<file path="src/rtl/wdog_pkg.sv">
package wdog_pkg;

    localparam int CNT_W   = 8;
    localparam int BUS_W   = 16;
    localparam int CKS_W   = 3;
    localparam int N_TAPS  = 1 << CKS_W;

    localparam int BIT_EN   = 7;
    localparam int BIT_MODE = 6;
    localparam int BIT_OVF  = 5;

    localparam logic [CNT_W-1:0] KEY_COUNT = 8'h5A;
    localparam logic [CNT_W-1:0] KEY_CTRL  = 8'hA5;
    localparam logic [CNT_W-1:0] REARM_AT  = 8'h80;

    typedef enum logic [1:0] {
        ST_RUN       = 2'd0,
        ST_STBY_IDLE = 2'd1,
        ST_STBY_CNT  = 2'd2,
        ST_WAKE      = 2'd3
    } wd_state_e;

    typedef struct packed {
        logic             en;
        logic             rst_mode;
        logic             ovf;
        logic [CKS_W-1:0] cks;
    } ctrl_t;

    // log2 of the prescaler division for each select code
    function automatic int tap_shift(input int code);
        case (code)
            0:       return 0;
            1:       return 2;
            2:       return 4;
            3:       return 5;
            4:       return 6;
            5:       return 8;
            6:       return 10;
            default: return 12;
        endcase
    endfunction

endpackage

</file>
<file path="src/rtl/wdog_prescaler.sv">
module wdog_prescaler
    import wdog_pkg::*;
#(
    parameter int PRE_W = 12
) (
    input  logic             clk,
    input  logic             rst_n,
    input  logic [CKS_W-1:0] cks,
    output logic             tick
);

    logic [PRE_W-1:0]  pre_q;
    logic [N_TAPS-1:0] tap;

    always_ff @(posedge clk or negedge rst_n) begin
        if (!rst_n) pre_q <= '0;
        else        pre_q <= pre_q + 1'b1;
    end

    // each tap fires once every 2**shift clocks
    for (genvar g = 0; g < N_TAPS; g++) begin : g_tap
        localparam int SH = tap_shift(g);
        if (SH == 0) begin : g_every
            assign tap[g] = 1'b1;
        end else begin : g_div
            assign tap[g] = &pre_q[SH-1:0];
        end
    end

    assign tick = tap[cks];

endmodule

</file>
<file path="src/rtl/wdog_regfile.sv">
module wdog_regfile
    import wdog_pkg::*;
(
    input  logic             clk,
    input  logic             rst_n,
    input  logic             wr_en,
    input  logic             wr_sel,
    input  logic [BUS_W-1:0] wr_data,
    input  logic             ovf_set,
    output ctrl_t            ctrl,
    output logic             cnt_wr,
    output logic [CNT_W-1:0] cnt_wdata
);

    logic [CNT_W-1:0] key;
    logic [CNT_W-1:0] val;
    logic             ctrl_wr;
    logic             spare_unused;

    assign key          = wr_data[BUS_W-1:CNT_W];
    assign val          = wr_data[CNT_W-1:0];
    assign spare_unused = ^val[4:3];

    assign cnt_wr    = wr_en && !wr_sel && (key == KEY_COUNT);
    assign ctrl_wr   = wr_en &&  wr_sel && (key == KEY_CTRL);
    assign cnt_wdata = val;

    always_ff @(posedge clk or negedge rst_n) begin
        if (!rst_n) begin
            ctrl <= '0;
        end else begin
            if (ctrl_wr) begin
                ctrl.en       <= val[BIT_EN];
                ctrl.rst_mode <= val[BIT_MODE];
                ctrl.cks      <= val[CKS_W-1:0];
            end
            if (ovf_set)      ctrl.ovf <= 1'b1;
            else if (ctrl_wr) ctrl.ovf <= ctrl.ovf & val[BIT_OVF];
        end
    end

    // a control write without the control key leaves the fields alone
    p_key_guard_r3: assert property (@(posedge clk) disable iff (!rst_n)
        (wr_en && !(wr_sel && key == KEY_CTRL))
        |=> $stable({ctrl.en, ctrl.rst_mode, ctrl.cks}));

    // the flag can only rise through an overflow, never through a write
    p_flag_source_r7: assert property (@(posedge clk) disable iff (!rst_n)
        $rose(ctrl.ovf) |-> $past(ovf_set));

endmodule

</file>
<file path="src/rtl/wdog_fsm.sv">
module wdog_fsm
    import wdog_pkg::*;
(
    input  logic             clk,
    input  logic             rst_n,
    input  logic             tick,
    input  logic             en,
    input  logic             rst_mode,
    input  logic             cnt_wr,
    input  logic [CNT_W-1:0] cnt_wdata,
    input  logic             sleep_req,
    input  logic             nmi,
    input  logic             stby_sel,
    output logic [CNT_W-1:0] cnt,
    output logic             ovf_set,
    output logic             rst_req,
    output logic             irq_req,
    output logic             clk_resume,
    output logic             stby_req
);

    wd_state_e state, state_nx;
    logic      nmi_q, nmi_rise;
    logic      count_en, step, wrap, reach_rearm;

    always_ff @(posedge clk or negedge rst_n) begin
        if (!rst_n) nmi_q <= 1'b0;
        else        nmi_q <= nmi;
    end
    assign nmi_rise = nmi & ~nmi_q;

    always_comb begin
        unique case (state)
            ST_RUN:       count_en = en;
            ST_STBY_IDLE: count_en = 1'b0;
            ST_STBY_CNT:  count_en = 1'b1;
            ST_WAKE:      count_en = stby_sel;
            default:      count_en = 1'b0;
        endcase
    end

    assign step        = count_en && tick && !cnt_wr;
    assign wrap        = step && (cnt == '1);
    assign reach_rearm = step && (state == ST_WAKE) && (cnt == REARM_AT - 1'b1);
    assign ovf_set     = wrap && (state == ST_RUN);

    // state register
    always_ff @(posedge clk or negedge rst_n) begin
        if (!rst_n) state <= ST_RUN;
        else        state <= state_nx;
    end

    // transitions T_SLEEP, T_NMI, T_WRAP, T_DROP, T_REARM
    always_comb begin
        state_nx = state;
        unique case (state)
            ST_RUN:       if (sleep_req)   state_nx = ST_STBY_IDLE;
            ST_STBY_IDLE: if (nmi_rise)    state_nx = ST_STBY_CNT;
            ST_STBY_CNT:  if (wrap)        state_nx = ST_WAKE;
            ST_WAKE: begin
                if (!stby_sel)             state_nx = ST_RUN;
                else if (reach_rearm)      state_nx = ST_STBY_IDLE;
            end
            default:                       state_nx = ST_RUN;
        endcase
    end

    always_ff @(posedge clk or negedge rst_n) begin
        if (!rst_n)      cnt <= '0;
        else if (cnt_wr) cnt <= cnt_wdata;
        else if (step)   cnt <= cnt + 1'b1;
    end

    // outputs: one-cycle registered pulses
    always_ff @(posedge clk or negedge rst_n) begin
        if (!rst_n) begin
            rst_req    <= 1'b0;
            irq_req    <= 1'b0;
            clk_resume <= 1'b0;
            stby_req   <= 1'b0;
        end else begin
            rst_req    <= ovf_set &&  rst_mode;
            irq_req    <= ovf_set && !rst_mode;
            clk_resume <= wrap && (state == ST_STBY_CNT);
            stby_req   <= reach_rearm;
        end
    end

    // a watchdog or interval pulse lands together with the wrap to zero
    p_wrap_zero_r5: assert property (@(posedge clk) disable iff (!rst_n)
        (rst_req || irq_req) |-> (cnt == '0));

    // at most one request pulse per cycle
    p_one_req_r5: assert property (@(posedge clk) disable iff (!rst_n)
        $onehot0({rst_req, irq_req, clk_resume, stby_req}));

    // disabled timer in normal mode keeps the count and stays silent
    p_off_hold_r6: assert property (@(posedge clk) disable iff (!rst_n)
        (state == ST_RUN && !en && !cnt_wr) |=> ($stable(cnt) && !rst_req && !irq_req));

    // standby wait freezes the counter
    p_idle_hold_r8: assert property (@(posedge clk) disable iff (!rst_n)
        (state == ST_STBY_IDLE && !cnt_wr) |=> $stable(cnt));

    // clock resume coincides with a zero count and the wake phase
    p_resume_zero_r9: assert property (@(posedge clk) disable iff (!rst_n)
        clk_resume |-> (cnt == '0 && state == ST_WAKE));

    // re-entry pulse only at the rearm count, back in standby wait
    p_rearm_r10: assert property (@(posedge clk) disable iff (!rst_n)
        stby_req |-> (cnt == REARM_AT && state == ST_STBY_IDLE));

endmodule

</file>
<file path="src/rtl/wdog_standby_top.sv">
module wdog_standby_top
    import wdog_pkg::*;
#(
    parameter int PRE_W = 12
) (
    input  logic        clk,
    input  logic        rst_n,
    input  logic        wr_en,
    input  logic        wr_sel,
    input  logic [15:0] wr_data,
    input  logic        rd_sel,
    output logic [15:0] rd_data,
    input  logic        sleep_req,
    input  logic        nmi,
    input  logic        stby_sel,
    output logic        rst_req,
    output logic        irq_req,
    output logic        clk_resume,
    output logic        stby_req
);

    ctrl_t            ctrl;
    logic             tick, cnt_wr, ovf_set;
    logic [CNT_W-1:0] cnt_wdata, cnt, ctrl_byte;

    wdog_prescaler #(.PRE_W(PRE_W)) u_pre (
        .clk   (clk),
        .rst_n (rst_n),
        .cks   (ctrl.cks),
        .tick  (tick)
    );

    wdog_regfile u_regs (
        .clk       (clk),
        .rst_n     (rst_n),
        .wr_en     (wr_en),
        .wr_sel    (wr_sel),
        .wr_data   (wr_data),
        .ovf_set   (ovf_set),
        .ctrl      (ctrl),
        .cnt_wr    (cnt_wr),
        .cnt_wdata (cnt_wdata)
    );

    wdog_fsm u_fsm (
        .clk        (clk),
        .rst_n      (rst_n),
        .tick       (tick),
        .en         (ctrl.en),
        .rst_mode   (ctrl.rst_mode),
        .cnt_wr     (cnt_wr),
        .cnt_wdata  (cnt_wdata),
        .sleep_req  (sleep_req),
        .nmi        (nmi),
        .stby_sel   (stby_sel),
        .cnt        (cnt),
        .ovf_set    (ovf_set),
        .rst_req    (rst_req),
        .irq_req    (irq_req),
        .clk_resume (clk_resume),
        .stby_req   (stby_req)
    );

    assign ctrl_byte = {ctrl.en, ctrl.rst_mode, ctrl.ovf, 2'b00, ctrl.cks};
    assign rd_data   = {8'h00, rd_sel ? ctrl_byte : cnt};

    // the standby wrap leaves the overflow flag untouched
    p_quiet_flag_r9: assert property (@(posedge clk) disable iff (!rst_n)
        clk_resume |-> $stable(ctrl.ovf));

endmodule

</file>
<file path="config.mk">
export PLATFORM = sky130hd
export DESIGN_NAME = wdog_standby_top
export DESIGN_NICKNAME = d
export VERILOG_FILES = /design/src/rtl/wdog_pkg.sv /design/src/rtl/wdog_prescaler.sv /design/src/rtl/wdog_regfile.sv /design/src/rtl/wdog_fsm.sv /design/src/rtl/wdog_standby_top.sv
export SDC_FILE = /design/constraint.sdc
export NUM_CORES = 1
export LEC_CHECK = 0
export BUFFER_PORTS_ARGS = -buffer_cell sky130_fd_sc_hd__buf_2
export CORE_MARGIN = 2
export CORE_UTILIZATION = 50
export DETAILED_ROUTE_END_ITERATION = 10
export PLACE_DENSITY_LB_ADDON = 0.05
export SLEW_MARGIN = 40
export SYNTH_ARGS = -nofsm -noshare
export SYNTH_HDL_FRONTEND = slang
export SYNTH_HIERARCHICAL = 1
export SYNTH_SLANG_ARGS = --single-unit
</file>
<file path="constraint.sdc">
create_clock -name clk -period 2.76 [get_ports clk]
set_clock_uncertainty 0.1 [all_clocks]
set_input_delay 0.552 -clock clk [delete_from_list [all_inputs] [get_ports clk]]
set_output_delay 0.552 -clock clk [all_outputs]
set_load 0.01 [all_outputs]
</file>
==> flow_summary_export.csv <==
group,metric,value,unit
worst_setup_path,worstSetupPathType,"reg -> reg",
clock_tree,cts_tree,"yes",
worst_setup_path,worstSetupStartpointType,"flip-flop",
finish,drive_gt1_frac,0.324,
clock_tree,clock_path_buffers,2,
drt,drt-pass1-iter-count,4,
timing,hold_viol,0,
placed_design,portBuffers,35,
worst_setup_path,critPathTopFamily,"simple AND/OR/NAND/NOR gates",
die,start_util,0.531,
drt,viasPerCell,5.47,
worst_setup_path,cp_cell_sequence,"ha_1 > nand3_1 > inv_2 > ha_1 > nand3_1 > o221a_1 > o22ai_1 > buf_4 > o311a_2 > or4b_2 > nand3_1",
global_routing,grt_start_max_net_pins,34,
drt,drc,0,
logic_synthesis,synth_area_leaders,"dfrtp_1, buf_4, mux2_4",
die,core_area,3720,sq um
power,peakVddDrop,406,uV
clock_tree,postCtsSetupBuffers,0,
worst_setup_path,cp_slowest_cell,"or4b_2",
clock_tree,numCtsBuffers,5,
finish,multi_input_area,1010,sq um
timing,fin_crit_sh,0.933,
timing,max_freq,388,MHz
die,fp.dieArea,4460,sq um
global_routing,grt_pass1_vias,1392,
finish,fillers,338,
global_routing,grt_overflow_total,0,
timing,fin_crit,2.58,ns
outcome,status,"finished clean",
drt,wl_per_cell,14.8,um
finish,syn_to_final_growth,12.5,%
worst_setup_path,critPathMaxStageDelay,0.59,ns
logic_synthesis,ys_types,54,
flow_run,maxCapViolCount,0,
worst_setup_path,critPathCaptureType,"flip-flop",
clock_tree,htree_num_levels,2,
placed_design,dp_hpwl,2880,um
finish,final_core_util,0.597,
die,die_w,66.8,um
logic_synthesis,ys_dominant_reg_cell,"dfrtp_1",
logic_synthesis,yosysSeqAreaShare,0.419,
timing,rsz0062_at_grt,"false",
finish,diodes,0,
global_routing,antenna_found_initial,0,
logic_synthesis,synthMuxAreaShare,0.0920,
logic_synthesis,synth_top_family_by_area,"simple AND/OR/NAND/NOR gates",
logic_synthesis,syn_area_per_cell,10.9,sq um
timing,holdWs,0.0712,ns
clock_tree,cts_hold_buf,0,
clock_tree,cts_root_buf,"clkbuf_8",
logic_synthesis,synth_compound_area_frac,0.0990,
drt,num_vias,1427,
timing,setup-tns-final,0,ns
worst_setup_path,path_max_fanout,5,
finish,layout_commonest_cell,"buf_2",
worst_setup_path,arrival,2.70,ns
logic_synthesis,synthAdderAreaFrac,0.0444,
clock_tree,clkLatencyLatePin,0.28,ns
drt,drt-initial-drc-count,112,
clock_tree,path_clk_slew,0.07,ns
clock_tree,cts_sinks,33,
logic_synthesis,yosysWarnings,6,
drt,drt-total-wl,3860,um
worst_setup_path,worstPathRequired,2.88,ns
logic_synthesis,synth_seq_cells,33,
logic_synthesis,synth-xor-area-share,0.0533,
timing,drv_slew,0,
power,cellLeakagePower,1.07,nW
placed_design,dp_slack,0.209,ns
die,die_h,66.8,um
hold_path,worst_hold_path_type,"in -> async",
logic_synthesis,synth_cells,181,
timing,finalSetupViolations,0,
logic_synthesis,synth-simple-area-share,0.206,
worst_setup_path,crit_buf_inv,2,
timing,max-slew-margin-rel,0.642,
logic_synthesis,synth_top_cell_by_area,"dfrtp_1",
logic_synthesis,synth_top_area_share,0.419,
finish,layout_common_cells,"buf_2, dfrtp_1, nand3_1",
logic_synthesis,synth_edf_count,0,
worst_setup_path,cp_common_cell,"nand3_1",
die,pin_count,44,
timing,layout_setup_ws,0.185,ns
placed_design,gp_congestion,0.768,
die,rows,22,
finish,seqCellArea,826,sq um
finish,final_nets,244,
power,powerDensity,672,nW/um^2
logic_synthesis,ys_async_sr_fraction,1.00,
global_routing,grt_pass1_wl,6480,um
timing,tightest_slew,0.534,ns
drt,antenna_left,0,
clock_tree,cts-resized-gates,0,
global_routing,grt_usage,0.197,
logic_synthesis,syn_area,1970,sq um
## kinds of logic after synthesis
family,after synthesis
buffers and inverters,26
XOR/XNOR,12
other,1
multiplexers,14
AND/OR/NAND/NOR,65
flip-flops,33
adder cells (fa/ha/maj),7
AO/OA/AOI/OAI,23
## flip-flops by register name, indices dropped and copies added, names as in the netlist
| signal | flops |
|---|---|
| u_fsm/clk_resume | 1 |
| u_fsm/cnt | 8 |
| u_fsm/irq_req | 1 |
| u_fsm/nmi_q | 1 |
| u_fsm/rst_req | 1 |
| u_fsm/state | 2 |
| u_fsm/stby_req | 1 |
| u_pre/pre_q | 12 |
| u_regs/ctrl | 6 |
## Yosys cell counts (3+ instances only)
cell and instances:
ha_1 7, o21ai_0 4, nor2_1 5, xnor2_1 10, nand3_1 15, and3_1 3
mux2_2 5, o311ai_0 3, mux2_4 7, buf_4 16, inv_1 5, dfrtp_1 33
nand2_1 11, nor2b_1 3, nand4_1 3
## routing by layer
layer	track usage	routed length, um	vias to the layer above
met2	0.321	1770	50
met4	0.0536	43	0
met1	0.252	1800	680
met3	0.0591	242	6
li1	-	-	691
met5	0	0	-
## power breakdown
part	total, W	internal [W]	leakage, nW	switching (W)
clock	0.000364	0.000198	0.0443	0.000167
combinational	0.000499	0.000248	0.596	0.000251
sequential	0.000628	0.000548	0.430	0.0000797
## area by class of cell
class / count / share of cell area
inverter: 6 / 0.0102
clock buffer: 7 / 0.0389
multi-input combinational: 129 / 0.453
timing repair buffer: 38 / 0.0981
sequential: 33 / 0.372
tap: 48 / 0.0271
## stage by stage
stage,total power (W),cell area [sq um],std cells
after detailed placement,0.00113,2100,253
after floorplan,0.00100,2000,188
final,0.00149,2220,261
after global routing,0.00160,2220,261
after global placement,0.00112,2100,253
after CTS,0.00150,2190,260
## path summary, 6_finish.rpt
kind                                start              to  slack, ns  cells past startpoint
max in group asynchronous           rst_n  u_fsm/state[0]       2.07                      2
max reg2reg                u_pre/pre_q[0]    u_fsm/cnt[6]       0.18                     11
min reg2reg                u_pre/pre_q[9]  u_pre/pre_q[9]       0.38                      1
max                        u_pre/pre_q[0]    u_fsm/cnt[6]       0.18                     11
min                                 rst_n  u_pre/pre_q[9]       0.07                      1
min in group clk                      nmi     u_fsm/nmi_q       0.29                      1
## worst register-to-register path: stages, from the launching register on
cell	delay, ns
dfrtp_1	0.39
ha_1	0.22
nand3_1	0.12
inv_2	0.11
ha_1	0.15
nand3_1	0.07
o221a_1	0.13
o22ai_1	0.16
buf_4	0.16
o311a_2	0.22
or4b_2	0.59
nand3_1	0.10
(Power assumes the default switching activity.)
